--- src/rtl/pin_event_pkg.sv ---
package pin_event_pkg;

  typedef enum logic [2:0] {
    TRG_LOW  = 3'd0,
    TRG_HIGH = 3'd1,
    TRG_FALL = 3'd2,
    TRG_RISE = 3'd3,
    TRG_BOTH = 3'd4
  } trig_e;

  localparam int CFG_EN_BIT = 7;

  // Decide whether a trigger code fires for a given current/previous sample.
  function automatic logic trig_fire(input logic [2:0] code, input logic cur, input logic prev);
    logic fire;
    case (code)
      TRG_LOW:  fire = ~cur;
      TRG_HIGH: fire = cur;
      TRG_FALL: fire = prev & ~cur;
      TRG_RISE: fire = cur & ~prev;
      TRG_BOTH: fire = cur ^ prev;
      default:  fire = 1'b0;
    endcase
    return fire;
  endfunction

  // Status byte that holds source n, and bit inside that byte.
  function automatic int stat_byte_of(input int n);
    return n / 8;
  endfunction

  function automatic int stat_bit_of(input int n);
    return n % 8;
  endfunction

endpackage

--- src/rtl/pin_event_sync.sv ---
module pin_event_sync #(
  parameter int WIDTH = 32
) (
  input  logic             clk,
  input  logic             rst_n,
  input  logic [WIDTH-1:0] raw_i,
  output logic [WIDTH-1:0] cur_o,
  output logic [WIDTH-1:0] prev_o
);

  logic [WIDTH-1:0] meta_q;
  logic [WIDTH-1:0] cur_q;
  logic [WIDTH-1:0] prev_q;

  always_ff @(posedge clk or negedge rst_n) begin
    if (!rst_n) begin
      meta_q <= '0;
      cur_q  <= '0;
      prev_q <= '0;
    end else begin
      meta_q <= raw_i;
      cur_q  <= meta_q;
      prev_q <= cur_q;
    end
  end

  assign cur_o  = cur_q;
  assign prev_o = prev_q;

endmodule

--- src/rtl/pin_event_detect.sv ---
module pin_event_detect
  import pin_event_pkg::*;
#(
  parameter int NUM_SRC = 32
) (
  input  logic [NUM_SRC-1:0][2:0] code_i,
  input  logic [NUM_SRC-1:0]      cur_i,
  input  logic [NUM_SRC-1:0]      prev_i,
  output logic [NUM_SRC-1:0]      hit_o
);

  for (genvar n = 0; n < NUM_SRC; n++) begin : g_src
    assign hit_o[n] = trig_fire(code_i[n], cur_i[n], prev_i[n]);
  end

endmodule

--- src/rtl/pin_event_regs.sv ---
module pin_event_regs
  import pin_event_pkg::*;
#(
  parameter int NUM_SRC   = 32,
  parameter int ADDR_W    = 12,
  parameter int CFG_BASE  = 'h300,
  parameter int STAT_BASE = 'h360
) (
  input  logic                    clk,
  input  logic                    rst_n,
  input  logic [ADDR_W-1:0]       addr_i,
  input  logic                    we_i,
  input  logic [7:0]              wdata_i,
  output logic [7:0]              rdata_o,
  input  logic [NUM_SRC-1:0]      hit_i,
  output logic [NUM_SRC-1:0][2:0] code_o,
  output logic [NUM_SRC-1:0]      en_o,
  output logic [NUM_SRC-1:0]      status_o,
  output logic [NUM_SRC-1:0]      clr_o
);

  localparam int STAT_BYTES = (NUM_SRC + 7) / 8;

  logic [NUM_SRC-1:0][7:0] cfg_q;
  logic [NUM_SRC-1:0]      cfg_wr;
  logic [NUM_SRC-1:0]      status_q;
  logic [NUM_SRC-1:0]      clr_vec;
  logic [7:0]              rd_mux;
  logic [7:0]              rdata_q;

  for (genvar n = 0; n < NUM_SRC; n++) begin : g_cfg
    assign cfg_wr[n]  = we_i && (addr_i == ADDR_W'(CFG_BASE + n));
    assign clr_vec[n] = we_i && (addr_i == ADDR_W'(STAT_BASE + stat_byte_of(n)))
                        && wdata_i[stat_bit_of(n)];
    assign code_o[n]  = cfg_q[n][2:0];
    assign en_o[n]    = cfg_q[n][CFG_EN_BIT];

    always_ff @(posedge clk or negedge rst_n) begin
      if (!rst_n)         cfg_q[n] <= '0;
      else if (cfg_wr[n]) cfg_q[n] <= wdata_i;
    end
  end

  // Detection has priority over a simultaneous clear.
  always_ff @(posedge clk or negedge rst_n) begin
    if (!rst_n) status_q <= '0;
    else        status_q <= (status_q & ~clr_vec) | hit_i;
  end

  always_comb begin
    rd_mux = '0;
    for (int n = 0; n < NUM_SRC; n++) begin
      if (addr_i == ADDR_W'(CFG_BASE + n)) rd_mux = cfg_q[n];
    end
    for (int k = 0; k < STAT_BYTES; k++) begin
      if (addr_i == ADDR_W'(STAT_BASE + k)) begin
        for (int b = 0; b < 8; b++) begin
          if (k * 8 + b < NUM_SRC) rd_mux[b] = status_q[k * 8 + b];
        end
      end
    end
  end

  always_ff @(posedge clk or negedge rst_n) begin
    if (!rst_n) rdata_q <= '0;
    else        rdata_q <= rd_mux;
  end

  assign rdata_o  = rdata_q;
  assign status_o = status_q;
  assign clr_o    = clr_vec;

endmodule

--- src/rtl/pin_event_irq.sv ---
module pin_event_irq #(
  parameter int NUM_SRC   = 32,
  parameter int ADDR_W    = 12,
  parameter int CFG_BASE  = 'h300,
  parameter int STAT_BASE = 'h360
) (
  input  logic               clk,
  input  logic               rst_n,
  input  logic [NUM_SRC-1:0] pins_i,
  input  logic [ADDR_W-1:0]  bus_addr_i,
  input  logic               bus_we_i,
  input  logic [7:0]         bus_wdata_i,
  output logic [7:0]         bus_rdata_o,
  output logic               irq_o
);

  // Named internal events, visible to the bound checker.
  logic [NUM_SRC-1:0]      sync_cur;
  logic [NUM_SRC-1:0]      sync_prev;
  logic [NUM_SRC-1:0][2:0] code_vec;
  logic [NUM_SRC-1:0]      en_vec;
  logic [NUM_SRC-1:0]      hit_vec;
  logic [NUM_SRC-1:0]      status_q;
  logic [NUM_SRC-1:0]      clr_vec;
  logic [NUM_SRC-1:0]      live_vec;

  pin_event_sync #(.WIDTH(NUM_SRC)) u_sync (
    .clk    (clk),
    .rst_n  (rst_n),
    .raw_i  (pins_i),
    .cur_o  (sync_cur),
    .prev_o (sync_prev)
  );

  pin_event_detect #(.NUM_SRC(NUM_SRC)) u_detect (
    .code_i (code_vec),
    .cur_i  (sync_cur),
    .prev_i (sync_prev),
    .hit_o  (hit_vec)
  );

  pin_event_regs #(
    .NUM_SRC   (NUM_SRC),
    .ADDR_W    (ADDR_W),
    .CFG_BASE  (CFG_BASE),
    .STAT_BASE (STAT_BASE)
  ) u_regs (
    .clk      (clk),
    .rst_n    (rst_n),
    .addr_i   (bus_addr_i),
    .we_i     (bus_we_i),
    .wdata_i  (bus_wdata_i),
    .rdata_o  (bus_rdata_o),
    .hit_i    (hit_vec),
    .code_o   (code_vec),
    .en_o     (en_vec),
    .status_o (status_q),
    .clr_o    (clr_vec)
  );

  assign live_vec = status_q & en_vec;
  assign irq_o    = |live_vec;

endmodule

--- config.mk ---
export PLATFORM = sky130hd
export DESIGN_NAME = pin_event_irq
export DESIGN_NICKNAME = d
export VERILOG_FILES = /design/src/rtl/pin_event_pkg.sv /design/src/rtl/pin_event_sync.sv /design/src/rtl/pin_event_detect.sv /design/src/rtl/pin_event_regs.sv /design/src/rtl/pin_event_irq.sv
export SDC_FILE = /design/constraint.sdc
export NUM_CORES = 1
export LEC_CHECK = 0
export ABC_AREA = 1
export BUFFER_PORTS_ARGS = -buffer_cell sky130_fd_sc_hd__buf_2
export CORE_AREA = 8 8 266 217
export DETAILED_ROUTE_END_ITERATION = 16
export DIE_AREA = 0 0 274 225
export MAX_ROUTING_LAYER = met4
export PLACE_DENSITY = 0.5
export SYNTH_ARGS = -nofsm -noshare
export SYNTH_HDL_FRONTEND = slang
export SYNTH_SLANG_ARGS = --single-unit
--- constraint.sdc ---
create_clock -name clk -period 2.97 [get_ports clk]
set_clock_uncertainty 0.2 [all_clocks]
set_input_delay 0.1485 -clock clk [delete_from_list [all_inputs] [get_ports clk]]
set_output_delay 0.1485 -clock clk [all_outputs]
set_load 0.05 [all_outputs]
## After elaboration in Yosys (flattened, before gate mapping)

Index checks and enable logic that the tools add are counted.

- Bits in registers: 392
- Logic and storage cells: 534

- Eq/ne operators: 164
- Mux-type cells: 68
- Bitwise gates (word level): 164
- Reductions and logical operators: 101

Operator list:

| operator | number |
|---|---|
| $eq A12 B10 Y1 const B | 36 |
| $mux W8 | 36 |
| $eq A3 B2 Y1 const B | 64 |
| $pmux W1 S5 | 32 |
| $eq A3 B1 Y1 const B | 32 |
| $eq A3 B3 Y1 const B | 32 |
| $logic_not A3 Y1 | 32 |
| $logic_and A1 B1 Y1 | 68 |
| $and A1 B1 Y1 | 64 |
| $and A32 B32 Y32 | 2 |
| $not A1 Y1 | 64 |
| $not A32 Y32 | 1 |
| $or A32 B32 Y32 | 1 |
| $reduce_or A32 Y1 | 1 |
| $xor A1 B1 Y1 | 32 |

## Logic depth before layout (Yosys ltp)

- Depth after elaboration: 37
- Gate-level depth with buffers: 54

## Hierarchy

A second synthesis with hierarchy kept.

- Cell total of the unflattened synthesis: 2593
- Area, all modules: 20135.6 µm²

Modules (own cells, without submodules):

| module | times used | cells each | area an instance (µm²) | sequential area each (µm²) |
|---|---|---|---|---|
| pin_event_regs | 1 | 1780 | 14378.8 | 7407.1 |
| pin_event_detect | 1 | 654 | 3118.0 | 0.0 |
| pin_event_sync | 1 | 96 | 2402.3 | 2402.3 |
| pin_event_irq | 1 | 63 | 236.5 | 0.0 |

## Least setup slack after synthesis

No wires, ideal clock.

- Path type: input-to-reg
- Start point: input port bus_addr_i[11]
- End point: register u_regs.rdata_q[6] (netlist: u_regs.rdata_o[6])
- Library setup time: 116 ps
- Arrival: 2902 ps
- Required time: 2654 ps
- Setup slack: -248 ps
- Cell stages on the path: 52
- Buffers on the path: 0
- Cell sequence: nor2_1 > nand2_4 > nor2_2 > nand2_2 > nand3_1 > nand3_1 > a21oi_1 > nand3b_1 > nand2_1 > nand2_1 > nand2_1 > nand2_1 > nand2_1 > nand2_1 > nand2_1 > nand2_1 > nand2_1 > nand2_1 > [16 not listed] > nand2_1 > nand2_1 > nand2_1 > nand2_1 > nand2_1 > nand2_1 > nand2_1 > nand2_1 > nand2_1 > nand2_1 > nand2_1 > nand2_1 > nand2_1 > nand2_1 > nand2_1 > nand2_1 > nand2_1 > nand2_1

- Longest elaborated chain between the ends: 37
- Elaborated cells on any way between the ends: 72
- Classes of those cells: 36 x eq/ne; 36 x mux

Ends and longest elaborated chain:

| element | line | text |
|---|---|---|
| start, declared | pin_event_irq.sv:10 | `input logic [ADDR_W-1:0] bus_addr_i,` |
| $eq A12 B10 Y1 | pin_event_regs.sv:53 | `if (addr_i == ADDR_W'(CFG_BASE + n)) rd_mux = cfg_q[n];` |
| $mux W8 (32 in series) | pin_event_regs.sv:53 |  |
| $mux W8 (3 in series) | pin_event_regs.sv:56 | `if (addr_i == ADDR_W'(STAT_BASE + k)) begin` |
| $mux W8 (*) | pin_event_regs.sv:56 |  |
| net u_regs.rd_mux[6] | pin_event_regs.sv:28 | `logic [7:0] rd_mux;` |
| end signal, assigned | pin_event_regs.sv:66 | `else rdata_q <= rd_mux;` |
| end, declared | pin_event_regs.sv:29 | `logic [7:0] rdata_q;` |

The timed path passes the listed nets; every way through them passes the cells marked *.
A chain may end at the register's enable or synchronous reset.

## Worst setup path in the final report

- Start point: register u_regs.cfg_q (netlist bit u_regs.code_o[0])
- End point: register u_regs.rdata_q[0] (netlist: u_regs.rdata_o[0])

- Longest elaborated chain between the ends: 36

Ends and longest elaborated chain:

| element | line | text |
|---|---|---|
| start, declared | pin_event_regs.sv:24 | `logic [NUM_SRC-1:0][7:0] cfg_q;` |
| start signal, assigned by index | pin_event_regs.sv:40 | `else if (cfg_wr[n]) cfg_q[n] <= wdata_i;` |
| $mux W8 (32 in series) | pin_event_regs.sv:53 |  |
| $mux W8 (4 in series) | pin_event_regs.sv:56 |  |
| net u_regs.rd_mux[0] | pin_event_regs.sv:28 |  |

The timed path passes the listed nets, and every way through them passes these cells.

==> impl_metrics.toml <==
[run_status]
status = "finished, violations left"
violations = "negative setup slack"

[logic_synthesis]
synthCells = 2210
syn-num-nets = 2329
synth_edf_count = 0
synth_seq_cells = 392
avgSynthCellArea_um2 = 8.36
synth_commonest_cells = "689 x nand2_1, 392 x dfrtp_1, 346 x o21ai_0"
synth_flop_cell = "dfrtp_1"
ys_types = 38
synth_area_leader_cell = "dfrtp_1"
yosysTopAreaCellShare = 0.531
netlist_top_cells_area = "dfrtp_1 53%, nand2_1 14%, o21ai_0 9.4%"
ys_seq_area_frac = 0.531
async_reset_ff_frac = 1.00
yosysWarnings = 0
yosysMostFrequentCell = "nand2_1"
netlist_area_mm2 = 0.0185

[power_and_ir_drop]
power_density_mw_per_mm2 = 499
p_int_mw = 9.07
power_mw = 11.7
pwr-share-comb = 0.051
net-switching-power_mw = 2.65
pwr-share-clk = 0.482
ir_drop_v = 0.000364
p_seq_frac = 0.467
swShare = 0.226
p_leak_nw = 11.0

[detailed_routing]
finalWirelength_um = 57600
drtPass1Iterations = 5
ant_nets = 0
vias = 16000
wl_per_cell_um = 17.7
avgViaCountPerCell = 4.93
initialDrtViolationCount = 1212
drc = 0

[global_route]
grt_use_met1 = 0.285
grt_use_met3 = 0.0264
antenna_found_initial = 2
globalRoute.busiestLayer = "met1"
grt_max_degree = 85
grt_overflow_total = 0
use_met2 = 0.281
grt_pass1_wl_um = 92100
gr-usage-all-layers = 0.194
grt_pass1_vias = 15900

[floorplanning]
core-area_mm2 = 0.0533
pin_count = 64
dieArea_mm2 = 0.0617
rows = 76
fp.dieW_um = 274
initial_core_util = 0.347
die_h_um = 225

[clock_tree]
cts_tree = "built"
clock_path_buffers = 3
insertion_delay_ns = 0.56
clock-sinks = 392
htree_levels = 2
cts-root-buf = "clkbuf_16"
numCtsBuffers = 43
clkTransAtPathRegs_ns = 0.06

[sta]
max_freq_mhz = 251
period_share = 1.34
max_slew_margin = 0.280
finalCriticalPeriod_ns = 3.98
rsz0062_at_grt = "true"
slew_viol_final = 0
timing.final.ws_setup_ns = -1.01
finalHoldViolations = 0
setup_viol = 8
tightestPinTransition_ns = 1.07

[critical_path]
end_kind = "flop"
critPathRequiredTime_ns = 3.21
r2r-start = "u_regs.code_o[0]"
crit_fanout = 2
cp_data_arrival_time_ns = 4.22
rr_endpoint = "u_regs.rdata_o[0]"
r2r_cells = 22
startpoint_type = "flop"
rrSetupSlack_ns = -1.01
crit_type = "flop to flop"

[layout]
syn2layout_area_growth_pct = 27.3
nets = 2638
layout-drive-gt1-share = 0.200
fin_area_mm2 = 0.0235
fin_cells = 3253

[hold_path]
min_from = "pins_i[10]"
min_to = "u_sync.meta_q[10]"
hold_path_depth = 2
min_path_type = "input pin to flop"

[placed_design]
dpl.hpwl_um = 41400
io_buffers = 63
dp_cells = 3127
gp_congestion = 0.920
dpl-instance-area_mm2 = 0.0212

[job]
max_cap_violations = 0
-- registers in the layout, summed over array words and instances (netlist names) --
name / count
u_regs.cfg_q: 128
u_regs.code_o: 96
u_regs.en_o: 32
u_regs.rdata_o: 8
u_regs.status_o: 32
u_sync.cur_o: 32
u_sync.meta_q: 32
u_sync.prev_o: 32
-- cell families after synthesis --
kind of cell | Yosys count | share of synthesized area
AO/OA/AOI/OAI | 480 | 0.142
buffers and inverters | 311 | 0.0638
flip-flops | 392 | 0.531
AND/OR/NAND/NOR | 959 | 0.218
XOR/XNOR | 4 | 0.00190
adder cells (fa/ha/maj) | 64 | 0.0434
-- routing by layer --
metal | up-vias | wire (µm)
met5 | - | 0
met3 | 74 | 2570
met4 | 0 | 1140
li1 | 7857 | -
met1 | 7741 | 29600
met2 | 351 | 24400
-- power groups by stage --
stage                     sequential, mW  clock [mW]  combinational (mW)
final                               5.47        5.65               0.598
after global routing                5.48        6.00               0.677
after CTS                           5.47        5.81               0.612
after detailed placement            5.57           0               0.553
after global placement              5.57           0               0.542
after floorplan                     5.56           0               0.211
-- critical path, stage by stage (launching register included) --
cell and delay [ns]:
dfrtp_1 0.39, inv_2 0.09, o22ai_2 0.09, a221oi_2 0.20
o21ai_1 0.10, a21oi_1 0.14, o21ai_1 0.12, a21oi_2 0.19
o2111ai_2 0.15, a21oi_2 0.18, o2111ai_2 0.13, a21oi_2 0.16
nand3_2 0.11, a221oi_2 0.21, nand3_1 0.17, a21oi_2 0.19
nand3_2 0.11, a21oi_2 0.17, nand4_1 0.17, a21oi_2 0.15
nand4_1 0.18, a21oi_2 0.16, nand3_1 0.08
-- worst max-delay path by stage --
stage / slack (ns) / cells after the start / to / start
2_1_floorplan: -0.15 / 52 / u_regs.rdata_o[6] / bus_addr_i[11]
3_3_place_gp: -1.88 / 28 / u_regs.rdata_o[0] / bus_addr_i[9]
3_5_place_dp: -1.96 / 28 / u_regs.rdata_o[0] / bus_addr_i[9]
4_1_cts: -1.07 / 22 / u_regs.rdata_o[0] / u_regs.code_o[3]
5_1_grt: -1.37 / 50 / u_regs.rdata_o[2] / u_regs.code_o[8]
6_report: -1.01 / 22 / u_regs.rdata_o[0] / u_regs.code_o[0]
-- stage by stage --
step / setup slack, ns / utilization / TNS [ns] / hold WS, ns
floorplan: -0.145 / - / -0.766 / -0.347
detailed placement: -1.96 / 0.398 / -10.62 / -0.00534
CTS: -1.07 / 0.440 / -6.13 / 0.000301
global route: -1.37 / 0.442 / -8.58 / 0.0139
finish: -1.01 / 0.442 / -5.64 / 0.0291
global placement: -1.88 / 0.398 / -10.27 / -0.0147
-- timing repair --
action	in CTS	in global routing
endpoints found under the hold margin	446	0
pin swaps	39	39
hold buffers	47	0
setup buffers	1	1
gates resized for setup	68	27
endpoints found under the setup margin	9	9
-- placed cells by master, fill, tap and decap left out, types with 24 or more instances in the layout --
master           n
nor2_1          61
a21oi_1         34
dlygate4sd3_1   46
buf_2           61
inv_1          220
dfrtp_1        390
ha_1            64
buf_4          217
o211ai_1        28
o21ai_0        343
or2_2           24
a21oi_2         24
nand2_1        667
nand3_1         86
clkbuf_16       45
nand2_2         29
-- layout make-up --
cell class | count | area [µm²]
Timing Repair Buffer | 332 | 2540
Clock buffer | 63 | 1290
Multi-Input combinational cell | 1507 | 7880
Sequential cell | 392 | 9810
Clock inverter | 12 | 189
Tap cell | 702 | 878
Inverter | 243 | 917
Fill cell | 5333 | 29700
Antenna cell | 2 | 5.00
No activity file was read; power rests on OpenSTA's default activity.
